==> src/rtl/btb_pkg.sv <==
package btb_pkg;
    localparam int unsigned INSTR_BYTES = 4;
    localparam int unsigned OFS_W       = 2;

    typedef enum logic [1:0] {
        SRC_SEQ     = 2'd0,
        SRC_DYNAMIC = 2'd1,
        SRC_STATIC  = 2'd2
    } pred_src_e;
endpackage

==> src/rtl/btb_store.sv <==
module btb_store #(
    parameter int unsigned PC_W  = 32,
    parameter int unsigned IDX_W = 4,
    parameter int unsigned TAG_W = 26
) (
    input  logic             clk,
    input  logic             rst,
    input  logic [IDX_W-1:0] rd_idx,
    output logic             rd_valid,
    output logic [TAG_W-1:0] rd_tag,
    output logic [PC_W-1:0]  rd_target,
    output logic             rd_hist,
    input  logic             wr_en,
    input  logic [IDX_W-1:0] wr_idx,
    input  logic [TAG_W-1:0] wr_tag,
    input  logic [PC_W-1:0]  wr_target,
    input  logic             wr_hist
);
    localparam int unsigned ENTRIES = 1 << IDX_W;

    typedef struct packed {
        logic [ENTRIES-1:0]            valid;
        logic [ENTRIES-1:0]            hist;
        logic [ENTRIES-1:0][TAG_W-1:0] tag;
        logic [ENTRIES-1:0][PC_W-1:0]  target;
    } table_t;

    table_t tbl_d, tbl_q;

    always_comb begin
        tbl_d = tbl_q;
        for (int i = 0; i < ENTRIES; i++) begin
            if (wr_en && (wr_idx == IDX_W'(i))) begin
                tbl_d.valid[i]  = 1'b1;
                tbl_d.hist[i]   = wr_hist;
                tbl_d.tag[i]    = wr_tag;
                tbl_d.target[i] = wr_target;
            end
        end
    end

    always_ff @(posedge clk) begin
        if (rst) begin
            tbl_q.valid <= '0;
        end else begin
            tbl_q <= tbl_d;
        end
    end

    always_comb begin
        rd_valid  = tbl_q.valid[rd_idx];
        rd_hist   = tbl_q.hist[rd_idx];
        rd_tag    = tbl_q.tag[rd_idx];
        rd_target = tbl_q.target[rd_idx];
    end
endmodule

==> src/rtl/btb_lookup.sv <==
module btb_lookup
    import btb_pkg::*;
#(
    parameter int unsigned PC_W  = 32,
    parameter int unsigned TAG_W = 26
) (
    input  logic [PC_W-1:0]  fetch_pc,
    input  logic [TAG_W-1:0] fetch_tag,
    input  logic             hint_valid,
    input  logic [PC_W-1:0]  hint_target,
    input  logic             ent_valid,
    input  logic [TAG_W-1:0] ent_tag,
    input  logic [PC_W-1:0]  ent_target,
    input  logic             ent_hist,
    output logic             hit,
    output logic             taken,
    output logic [PC_W-1:0]  next_pc,
    output pred_src_e        src
);
    logic [PC_W-1:0] seq_pc;
    logic            backward;

    always_comb begin
        seq_pc   = fetch_pc + PC_W'(INSTR_BYTES);
        hit      = ent_valid && (ent_tag == fetch_tag);
        backward = hint_valid && (hint_target < fetch_pc);
        if (hit) begin
            src   = SRC_DYNAMIC;
            taken = ent_hist;
        end else if (backward) begin
            src   = SRC_STATIC;
            taken = 1'b1;
        end else begin
            src   = SRC_SEQ;
            taken = 1'b0;
        end
        case (src)
            SRC_DYNAMIC: next_pc = ent_hist ? ent_target : seq_pc;
            SRC_STATIC:  next_pc = hint_target;
            default:     next_pc = seq_pc;
        endcase
    end
endmodule

==> src/rtl/btb_resolve.sv <==
module btb_resolve
    import btb_pkg::*;
#(
    parameter int unsigned PC_W = 32
) (
    input  logic            upd_valid,
    input  logic [PC_W-1:0] upd_pc,
    input  logic            upd_taken,
    input  logic [PC_W-1:0] upd_target,
    input  logic            upd_pred_taken,
    input  logic [PC_W-1:0] upd_pred_target,
    output logic            mispredict,
    output logic [PC_W-1:0] correct_pc
);
    logic dir_wrong;
    logic tgt_wrong;

    always_comb begin
        dir_wrong  = upd_taken != upd_pred_taken;
        tgt_wrong  = upd_taken && upd_pred_taken && (upd_target != upd_pred_target);
        mispredict = upd_valid && (dir_wrong || tgt_wrong);
        correct_pc = upd_taken ? upd_target : (upd_pc + PC_W'(INSTR_BYTES));
    end
endmodule

==> src/rtl/btb_predictor.sv <==
module btb_predictor
    import btb_pkg::*;
#(
    parameter int unsigned PC_W  = 32,
    parameter int unsigned IDX_W = 4
) (
    input  logic            clk,
    input  logic            rst,
    input  logic [PC_W-1:0] fetch_pc,
    input  logic            hint_valid,
    input  logic [PC_W-1:0] hint_target,
    output logic            pred_hit,
    output logic            pred_taken,
    output logic [PC_W-1:0] pred_next_pc,
    input  logic            upd_valid,
    input  logic [PC_W-1:0] upd_pc,
    input  logic            upd_taken,
    input  logic [PC_W-1:0] upd_target,
    input  logic            upd_pred_taken,
    input  logic [PC_W-1:0] upd_pred_target,
    output logic            flush_req,
    output logic [PC_W-1:0] flush_pc
);
    localparam int unsigned TAG_LSB = OFS_W + IDX_W;
    localparam int unsigned TAG_W   = PC_W - TAG_LSB;

    logic [IDX_W-1:0] rd_idx, wr_idx;
    logic [TAG_W-1:0] fetch_tag, wr_tag;
    logic             ent_valid, ent_hist;
    logic [TAG_W-1:0] ent_tag;
    logic [PC_W-1:0]  ent_target;
    pred_src_e        pred_src;

    assign rd_idx    = fetch_pc[TAG_LSB-1:OFS_W];
    assign fetch_tag = fetch_pc[PC_W-1:TAG_LSB];
    assign wr_idx    = upd_pc[TAG_LSB-1:OFS_W];
    assign wr_tag    = upd_pc[PC_W-1:TAG_LSB];

    btb_store #(.PC_W(PC_W), .IDX_W(IDX_W), .TAG_W(TAG_W)) u_store (
        .clk       (clk),
        .rst       (rst),
        .rd_idx    (rd_idx),
        .rd_valid  (ent_valid),
        .rd_tag    (ent_tag),
        .rd_target (ent_target),
        .rd_hist   (ent_hist),
        .wr_en     (upd_valid),
        .wr_idx    (wr_idx),
        .wr_tag    (wr_tag),
        .wr_target (upd_target),
        .wr_hist   (upd_taken)
    );

    btb_lookup #(.PC_W(PC_W), .TAG_W(TAG_W)) u_lookup (
        .fetch_pc    (fetch_pc),
        .fetch_tag   (fetch_tag),
        .hint_valid  (hint_valid),
        .hint_target (hint_target),
        .ent_valid   (ent_valid),
        .ent_tag     (ent_tag),
        .ent_target  (ent_target),
        .ent_hist    (ent_hist),
        .hit         (pred_hit),
        .taken       (pred_taken),
        .next_pc     (pred_next_pc),
        .src         (pred_src)
    );

    btb_resolve #(.PC_W(PC_W)) u_resolve (
        .upd_valid       (upd_valid),
        .upd_pc          (upd_pc),
        .upd_taken       (upd_taken),
        .upd_target      (upd_target),
        .upd_pred_taken  (upd_pred_taken),
        .upd_pred_target (upd_pred_target),
        .mispredict      (flush_req),
        .correct_pc      (flush_pc)
    );
endmodule

==> config.mk <==
export PLATFORM = sky130hd
export DESIGN_NAME = btb_predictor
export DESIGN_NICKNAME = d
export VERILOG_FILES = /design/src/rtl/btb_pkg.sv /design/src/rtl/btb_store.sv /design/src/rtl/btb_lookup.sv /design/src/rtl/btb_resolve.sv /design/src/rtl/btb_predictor.sv
export SDC_FILE = /design/constraint.sdc
export NUM_CORES = 1
export LEC_CHECK = 0
export CAP_MARGIN = 20
export CORE_MARGIN = 2
export CORE_UTILIZATION = 57
export CTS_CLUSTER_SIZE = 20
export DETAILED_ROUTE_END_ITERATION = 6
export DONT_BUFFER_PORTS = 1
export GPL_ROUTABILITY_DRIVEN = 0
export MAX_ROUTING_LAYER = met4
export PLACE_DENSITY_LB_ADDON = 0.12
export SETUP_SLACK_MARGIN = 0.15
export SKIP_CTS_REPAIR_TIMING = 1
export SKIP_LAST_GASP = 1
export SLEW_MARGIN = 20
export SYNTH_ARGS = -nofsm -noshare
export SYNTH_HDL_FRONTEND = slang
export SYNTH_SLANG_ARGS = --single-unit
==> constraint.sdc <==
create_clock -name clk -period 4.92 [get_ports clk]
set_input_delay 0 -clock clk [delete_from_list [all_inputs] [get_ports clk]]
set_output_delay 0 -clock clk [all_outputs]
set_load 0.03 [all_outputs]
-- After elaboration in Yosys (flattened, before gate mapping)
Index checks and enable logic that the tools add are counted.
- register bits after elaboration: 960
- input bits: 166
- output and inout port bits: 67
- add/subtract/negate cells: 2
- order comparisons: 2
- equality and inequality tests: 20
- multiplexer cells: 15
- bitwise gates (word level): 1
- reduce and logical (&&, ||, !) cells: 39
- operators by type and width (kind ; count):
    $bmux W32 S4 ; 1
    $bmux W26 S4 ; 1
    $mux W32 ; 3
    $add A32 B3 Y32 const B ; 2
    $pmux W32 S2 ; 1
    $eq A4 B4 Y1 const B ; 8
    $lt A32 B32 Y1 ; 1
    $ne A32 B32 Y1 ; 1
    $reduce_and A2 Y1 ; 16
    $eq A26 B26 Y1 ; 1
    $mux W26 ; 1
    $logic_and A1 B1 Y1 ; 21
    $eq A4 B3 Y1 const B ; 4
    $bmux W1 S4 ; 2
    $eq A4 B2 Y1 const B ; 2
    $lt A4 B5 Y1 const B ; 1
    $eq A4 B1 Y1 const B ; 1
    $logic_not A4 Y1 ; 1
    $mux W1 ; 4
    $mux W2 ; 2
    $eq A2 B1 Y1 const B ; 1
    $eq A2 B2 Y1 const B ; 1
    $logic_or A1 B1 Y1 ; 1
    $ne A1 B1 Y1 ; 1
    $not A1 Y1 ; 1

-- Depth between registers and ports, before layout
Gate-level depths: netlist of run 1.
- depth in word-level cells: 7
- depth in mapped cells: 18
- mapped depth without buffers: 12

-- Modules after synthesis
A second synthesis of run 1 with hierarchy kept.
- cell total of the unflattened synthesis: 2069
- area total of the unflattened synthesis: 39791.9 µm²
- by module, submodules not included (module ; instances ; cells each ; area each (µm²) ; sequential area each (µm²)):
    btb_store ; 1 ; 1529 ; 35949.5 ; 28667.5
    btb_lookup ; 1 ; 351 ; 2606.2 ; 0.0
    btb_resolve ; 1 ; 189 ; 1236.2 ; 0.0

-- Worst setup path after synthesis of run 1
Ideal clock, no wire load.
- path kind: input-to-reg
- start point: in upd_valid
- end point: reg u_store.tbl_q[0] in the netlist's numbering, enable pin
- setup time: 0.551 ns
- data arrival time: 4.412 ns
- path slack: -0.043 ns
- stages on the path: 3
- buffers on the path: 0
- path through: nor2b_1 > nand2_1 > nor3_1
- word-level cells in the longest chain between the ends: 2
- ends and longest elaborated chain (item ; line ; RTL):
    start, declared ; btb_predictor.sv:15 ; input logic upd_valid,
    $logic_and A1 B1 Y1 ; btb_store.sv:33 ; if (wr_en && (wr_idx == IDX_W'(i))) begin
    $reduce_and A2 Y1 (no line) ; - ;
    end signal, assigned ; btb_store.sv:46 ; tbl_q <= tbl_d;
    end, declared ; btb_store.sv:28 ; table_t tbl_d, tbl_q;
No other way between the ends.
A chain may end at the register's enable or synchronous reset.

-- Final worst setup path of run 1
- start point: reg u_store.tbl_q[617] in the netlist's numbering
- end point: out pred_next_pc[12]
- word-level cells in the longest chain between the ends: 7
- ends and longest elaborated chain (item ; line ; RTL):
    $bmux W26 S4 * ; btb_store.sv:53 ; rd_tag = tbl_q.tag[rd_idx];
    $mux W26 (implied by the code) * ; btb_store.sv:53 ;
    $eq A26 B26 Y1 * ; btb_lookup.sv:25 ; hit = ent_valid && (ent_tag == fetch_tag);
    $logic_and A1 B1 Y1 * ; btb_lookup.sv:25 ;
    $mux W2 * ; btb_lookup.sv:27 ; if (hit) begin
    $eq A2 B2 Y1 / $eq A2 B1 Y1 (equally long branches) ; btb_lookup.sv:37 ; case (src)
    $pmux W32 S2 * ; btb_lookup.sv:37 ;
    end, declared ; btb_predictor.sv:14 ; output logic [PC_W-1:0] pred_next_pc,
Every way passes the cells marked *; elsewhere a longest branch is shown, timed or not. The select of a mux whose other input is x is not followed.

==> summary.md, run 1 <==
| Metric | Value |
|---|---|
| HPWL after detailed placement | 65.93 mm |
| CTS tree | yes |
| Post-synthesis sequential area ratio | about 70% |
| Hold path start | upd_pc[4] |
| Worst-path clk slew | 0.07 ns |
| RSZ-0062 raised after global routing | false |
| Tmin final | between 4 and 5 ns |
| YS warnings | 0 |
| Vias in the first global route | 21062 |
| CP max FO | 18 |
| Final #Nets | 2387 |
| Num rows | 97 |
| Worst path buffer plus inverter count | 2 |
| Post-Syn Nets | 2255 |
| Pleak | 14.93 nW |
| Largest regs | u_store.tbl_q x960 |
| Critical Path End Type | primary output |
| Starting density of the core | 57.58% |
| Worst Path Class, Setup | reg -> out |
| Crit path to | pred_next_pc[12] |
| Total wire length | 111.3 mm |
| Worst Hold Class | in -> reg |
| Clk root buf | clkbuf_16 |
| Ys async rst share | 0% |
| Setup-failing EPs final | 0 |
| Clock Path Buffers | 3 |
| CP Depth | 11 |
| Number of synthesized register bits | between 900 and 1000 |
| Max FFs per register | 960 |
| Simple-Gate Fraction of Synth Area | 3.182% |
| DR vias/cell | 6.685 |
| Max frequency | 222.2 MHz |
| CTS Sinks | 960 |
| Post-synthesis cell count | 2052 |
| Die Ht | approximately 270 um |
| Pin count of the biggest net entering global routing | 256 |
| Tcrit/Tclk final | 91.47% |
| H-tree depth | 3 |
| Slew HR | 29.24% |
| Clk_skew | 0 ns |
| Largest Register | u_store.tbl_q |
| Number of remaining DRC errors | 0 |
| Crit path arrival time | 4.50 ns |
| Critical path launch point type | flop |
| Hold Violations, Final | 0 |
| R2r startpoint | u_store.tbl_q[949] |
| Main combinational cell family by area after synthesis | multiplexers |
| First-pass GRT wire length | roughly 150 mm |
| Slowest cell on crit path | a2111oi_0 |
| Peak VDD IR | approximately 0.22 mV |
| Max stage delay on crit path | 0.50 ns |
| Wirelength per Cell | 34.50 um |
| Core Area | 70150 um2 |
| FF-to-FF path depth | 1 |
| Syn_area_per_cell | about 20 um2 |
| Total CTS buffers | between 90 and 100 |
| Clk Latency, worst-skew pair | 0.63 ns |
| Worst R2R End | u_store.tbl_q[949] |
| Crit path max-delay family | simple AND/OR/NAND/NOR gates |
| Multi-input gate area | roughly 11000 um2 |
| P per Cell Area | 374.4 nW/um2 |
| Max-cap violations | 0 |
| # fillers | approximately 4800 |
| Initial DRC Count | 2765 |
| Critical-path cell list | mux4_2 > mux2i_1 > o22ai_1 > a2111oi_0 > nor2_1 > or3b_1 > nor4_1 > nand3_2 > buf_4 > mux2i_1 > buf_4 |
| DRT antenna net count | 0 |
| Yosys cell types | 63 |
| Mapped Area | 40390 um2 |
| Outcome | complete, no violations |
| Die ar. | 73000 um2 |
| Most used DFF post-synth | edfxtp_1 |
| Crit path from | u_store.tbl_q[617] |
| Layout overhead on the synthesized area | 12.27% |
| Final setup TNS | 0 ns |
| Antenna violations before repair | 24 |
| Mux contribution to synthesized area | 18.21% |
| Vias post-DR | roughly 22000 |
| Post-synth EDFFs | 944 |
| Global-route usage over all layers | 30.95% |
| Post-Place Cells | 2967 |
| Number of port buffers | 0 |
| Actual slew at the worst max-slew pin | roughly 1.1 ns |
| Worst EP required | between 4 and 5 ns |
| GR Overflow Total | 0 |
| Synth Area in Compound Gates | 2.376% |
| Post-route insts no fill | between 3000 and 4000 |
| Post-Synth Adder-Cell Area | 1.146% |
| Share of cells above drive strength 1 | around 22% |
| Sequential Area | between 20000 and 30000 um2 |
| FF-to-FF setup slack | 4.35 ns |
| Final Max Slew Viols | 0 |
| Pre-antenna DRT Iters | 6 |
| Post-Synth XOR/XNOR Area | 2.364% |
| DIE WIDTH | about 270 um |
| I/O pins | 233 |
==> logic make-up after synthesis <==
kind of cell / Yosys count
adders and majority gates: 37
xor gates and xnor gates: 109
muxes: 399
buffers and inverters: 138
and+or+nand+nor: 265
AOI/OAI and AO/OA: 144
DFF: 960
==> report_power, final <==
part	switching [mW]	internal [mW]
Combinational	0.656	0.506
Clock	2.96	3.76
Sequential	0.0210	9.08
==> stage by stage <==
stage | area, um2 | setup WS [ns] | utilization [%] | hold WS (ns) | power, mW
6_report | 45340 | 0.4195 | 64.64 | 0.02400 | 16.98
2_1_floorplan | 40410 | 1.194 | - | 0.09887 | 10.12
3_3_place_gp | 41730 | 1.309 | 59.48 | 0.1002 | 10.27
4_1_cts | 44640 | 0.4720 | 63.63 | -0.5715 | 16.90
3_5_place_dp | 41810 | 1.111 | 59.60 | 0.09991 | 10.28
5_1_grt | 45320 | 0.1660 | 64.60 | 0.01491 | 17.45
==> cell usage after synthesis (4+ instances only) <==
library cell | n | share of area (%)
buf_6 | 6 | 0.17
buf_2 | 27 | 0.33
nor4_1 | 11 | 0.17
nand2_1 | 82 | 0.76
mux2i_1 | 124 | 3.1
dfxtp_1 | 16 | 0.79
nand2b_1 | 5 | 0.077
nor3_1 | 19 | 0.24
o21ai_0 | 50 | 0.62
xnor2_1 | 89 | 1.9
nand3_1 | 36 | 0.45
xor2_1 | 20 | 0.43
ha_1 | 37 | 1.1
nand3b_1 | 5 | 0.093
a22oi_1 | 5 | 0.093
a21oi_1 | 14 | 0.17
clkbuf_1 | 43 | 0.40
nor2b_1 | 8 | 0.12
a221oi_1 | 5 | 0.11
and3_1 | 11 | 0.17
buf_4 | 5 | 0.093
a21o_1 | 29 | 0.54
buf_1 | 9 | 0.084
edfxtp_1 | 944 | 70
buf_12 | 4 | 0.20
mux4_2 | 268 | 15
nand4_1 | 25 | 0.39
inv_1 | 38 | 0.35
mux2_2 | 7 | 0.20
nor2_1 | 49 | 0.46
or3_1 | 6 | 0.093
o22ai_1 | 7 | 0.11
a22o_1 | 5 | 0.11
==> cells in the final DEF (no fill, tap or decap), types with 5 or more instances in the layout <==
master / count
dlygate4sd3_1: 63
a21oi_1: 14
xor2_1: 20
buf_4: 64
nand2b_1: 5
nand3_1: 34
diode_2: 31
nor2b_1: 8
clkinv_2: 23
inv_1: 38
o21ai_0: 50
nor2_4: 12
a221oi_1: 5
edfxtp_1: 944
and3_1: 11
clkbuf_16: 94
mux2i_1: 124
nand3b_1: 5
mux2_2: 7
dfxtp_1: 16
nand4_1: 25
a22o_1: 5
nand2_1: 82
mux4_2: 268
nor2_1: 37
clkinv_1: 21
nor3_1: 15
o22ai_1: 7
a22oi_1: 5
or3_1: 6
clkbuf_1: 16
ha_1: 37
nor4_1: 11
xnor2_1: 89
a21o_1: 29
==> per-layer routing <==
metal	up-vias	global-route usage (%)	share of wire [%]
li1	8749	-	-
met1	11419	45.68	40
met2	1236	45.32	46
met3	163	6.170	12
met4	0	7.313	2.3
met5	-	-	0
==> worst min path at each step <==
stage	cells past startpoint	slack [ns]	to
after floorplan	0	0.1	u_store.tbl_q[0]
after global placement	0	0.10	u_store.tbl_q[584]
after detailed placement	0	0.1	u_store.tbl_q[604]
after CTS	0	-0.57	u_store.tbl_q[610]
after global routing	2	0.01	u_store.tbl_q[670]
final	2	0.02	u_store.tbl_q[692]
==> area by class of cell <==
| type | count | area share [%] |
|---|---|---|
| Antenna cell | 31 | 0.1711 |
| Multi-Input combinational cell | 954 | 24.62 |
| Tap cell | 940 | 2.594 |
| Timing Repair Buffer | 134 | 2.809 |
| Sequential cell | 960 | 63.22 |
| Clock inverter | 51 | 0.7892 |
| Clock buffer | 114 | 5.442 |
| Inverter | 42 | 0.3532 |
Power figures use the tool's default switching activity.
==> inputs of run 2 (changes only) <==
==> constraint.sdc (replaced) <==
create_clock -name clk -period 4.92 [get_ports clk]
set_input_delay 0.738 -clock clk [delete_from_list [all_inputs] [get_ports clk]]
set_output_delay 0.738 -clock clk [all_outputs]
set_load 0.03 [all_outputs]
==> run 2 against run 1 <==
  * Worst setup slack worse by 0.33 ns
  * First-iteration DRC count up 14%
  * Largest power group unchanged
  * Final area up 0.42%
  * Wire length down 0.88%
==> summary.md, run 2 (synthesis results as in run 1) <==
| Metric | Value |
|---|---|
| Crit path arrival time | 4.09 ns (was 4.50 ns) |
| Number of port buffers | 0 (unchanged) |
| Worst setup margin | 0.08770 ns (was 0.4195 ns) |
| Most frequent cells in the layout | edfxtp_1, mux4_2, mux2i_1, clkbuf_16, xnor2_1 (was edfxtp_1, mux4_2, mux2i_1) |
| Die Ht | 270.2 um (unchanged) |
| Worst-path clk slew | 0.07 ns (about the same) |
| Total CTS buffers | 93 (was 92) |
| WHS | 0.1814 ns (was 0.02400 ns) |
| Peak VDD IR | 0.2084 mV (was 0.2175 mV) |
| Vias post-DR | 21478 (was 21567) |
| Most common cell after layout, fill and taps aside | edfxtp_1 (unchanged) |
| Clk_skew | 0 ns (unchanged) |
| Critical Path End Type | primary output (unchanged) |
| Crit path from | fetch_pc[3] (was u_store.tbl_q[617]) |
| Number of remaining DRC errors | 0 (unchanged) |
| Num rows | 97 (unchanged) |
| Setup-failing EPs final | 0 (unchanged) |
| RSZ-0062 raised after global routing | false (unchanged) |
| Worst Hold Class | in -> reg (unchanged) |
| Clk root buf | clkbuf_16 (unchanged) |
| I/O pins | 233 (unchanged) |
| DR vias/cell | 6.816 (was 6.685) |
| Vias in the first global route | 21458 (was 21062) |
| Tmin final | 4.832 ns (was 4.500 ns) |
| H-tree depth | 3 (unchanged) |
| Largest regs | u_store.tbl_q x960 (unchanged) |
| DRT antenna net count | 0 (unchanged) |
| Post-route insts no fill | 3151 (was 3226) |
| Worst path buffer plus inverter count | 2 (unchanged) |
| Clk Latency, worst-skew pair | 0.64 ns (was 0.63 ns) |
| Total wire length | 110.3 mm (was 111.3 mm) |
| Fin area | 45530 um2 (was 45340 um2) |
| Crit path max-delay family | simple AND/OR/NAND/NOR gates (unchanged) |
| Core Area | 70150 um2 (unchanged) |
| R2r startpoint | u_store.tbl_q[957] (was u_store.tbl_q[949]) |
| Global-route usage over all layers | 31.41% (was 30.95%) |
| Die ar. | 73000 um2 (unchanged) |
| Pre-CTS WS | 0.3322 ns (was 1.111 ns) |
| Pleak | 14.81 nW (was 14.93 nW) |
| Placement Cell Area | 42350 um2 (was 41810 um2) |
| Initial DRC Count | 3142 (was 2765) |
| FF-to-FF setup slack | 4.31 ns (was 4.35 ns) |
| Final #Nets | 2336 (was 2387) |
| Outcome | complete, no violations (unchanged) |
| Max-cap violations | 0 (unchanged) |
| Pre-antenna DRT Iters | 5 (was 6) |
| Critical path launch point type | primary input (was flop) |
| HPWL after detailed placement | 66.88 mm (was 65.93 mm) |
| Slowest cell on crit path | mux4_2 (was a2111oi_0) |
| Hold Violations, Final | 0 (unchanged) |
| Hold path start | upd_target[0] (was upd_pc[4]) |
| Tcrit/Tclk final | 98.22% (was 91.47%) |
| Layout overhead on the synthesized area | 12.74% (was 12.27%) |
| First-pass GRT wire length | 156.1 mm (was 153.8 mm) |
| DIE WIDTH | 270.2 um (unchanged) |
| CTS tree | yes (unchanged) |
| Final Total Pwr | 17.53 mW (was 16.98 mW) |
| Post-Place Cells | 2978 (was 2967) |
| Max frequency | 206.9 MHz (was 222.2 MHz) |
| Pin count of the biggest net entering global routing | 256 (unchanged) |
| Worst EP required | 4.18 ns (was 4.92 ns) |
| P per Cell Area | 385.1 nW/um2 (was 374.4 nW/um2) |
| Max FFs per register | 960 (unchanged) |
| Clock Path Buffers | 3 (unchanged) |
| Share of cells above drive strength 1 | 25.20% (was 22.22%) |
| Antenna violations before repair | 3 (was 24) |
| Max stage delay on crit path | 0.53 ns (was 0.50 ns) |
| Final Max Slew Viols | 0 (unchanged) |
| Actual slew at the worst max-slew pin | 1.132 ns (was 1.059 ns) |
| CTS Sinks | 960 (unchanged) |
| Worst Path Class, Setup | in -> out (was reg -> out) |
| Wirelength per Cell | 35.01 um (was 34.50 um) |
| CP max FO | 212 (was 18) |
| Starting density of the core | 57.58% (unchanged) |
| Critical-path cell list | mux4_2 > mux2i_1 > xnor2_1 > nand4_1 > o31ai_4 > nand2_1 > nor4_2 > nand3b_1 > buf_6 > or3_1 > o211a_1 > buf_4 (was mux4_2 > mux2i_1 > o22ai_1 > a2111oi_0 > nor2_1 > or3b_1 > nor4_1 > nand3_2 > buf_4 > mux2i_1 > buf_4) |
| Slew HR | 24.54% (was 29.24%) |
| Largest Register | u_store.tbl_q (unchanged) |
| GR Overflow Total | 0 (unchanged) |
==> run 2: cell count changes in the layout (fill, tap and decap cells not counted), sizes merged <==
cell         before  now
clkbuf          114  113
clkinv           45   41
buf              71   82
clkinvlp          2    3
diode            31    1
dlygate4sd3      63    0
bufinv            4   13
inv              42   44
==> run 2: cell type report <==
class	instances	area, um2
Antenna cell	1	2.502
Clock inverter	59	641.9
Clock buffer	113	2505
Timing Repair Buffer	82	844.6
Tap cell	940	1176
Fill cell	4730	24620
Sequential cell	960	28670
Multi-Input combinational cell	954	11530
Inverter	42	160.2
==> run 2: routing by layer <==
metal / track usage [%] / up-vias / part of all wire, %
li1: - / 8607 / -
met1: 46.10 / 11332 / 41
met2: 45.62 / 1348 / 45
met3: 6.419 / 191 / 11
met4: 8.593 / 0 / 2.6
met5: - / - / 0
==> run 2: metrics by stage <==
stage / TNS, ns / utilization, %
2_1_floorplan: -0.04298 / -
3_3_place_gp: 0 / 60.36
3_5_place_dp: 0 / 60.36
4_1_cts: 0 / 64.85
5_1_grt: 0 / 64.90
6_report: 0 / 64.91
==> run 2: final timing paths <==
path | cells after the start | endpoint
setup / recovery | 12 | pred_next_pc[0]
hold / removal | 0 | u_store.tbl_q[320]
setup reg to reg | 1 | u_store.tbl_q[957]
hold reg to reg | 1 | u_store.tbl_q[955]
==> run 2: report_power, final <==
group | internal (mW) | leakage [nW] | switching [mW]
clock | 4.31 | 1.55 | 3.01
combinational | 0.523 | 4.62 | 0.591
sequential | 9.08 | 8.63 | 0.0225
total | 13.9 | 14.8 | 3.62
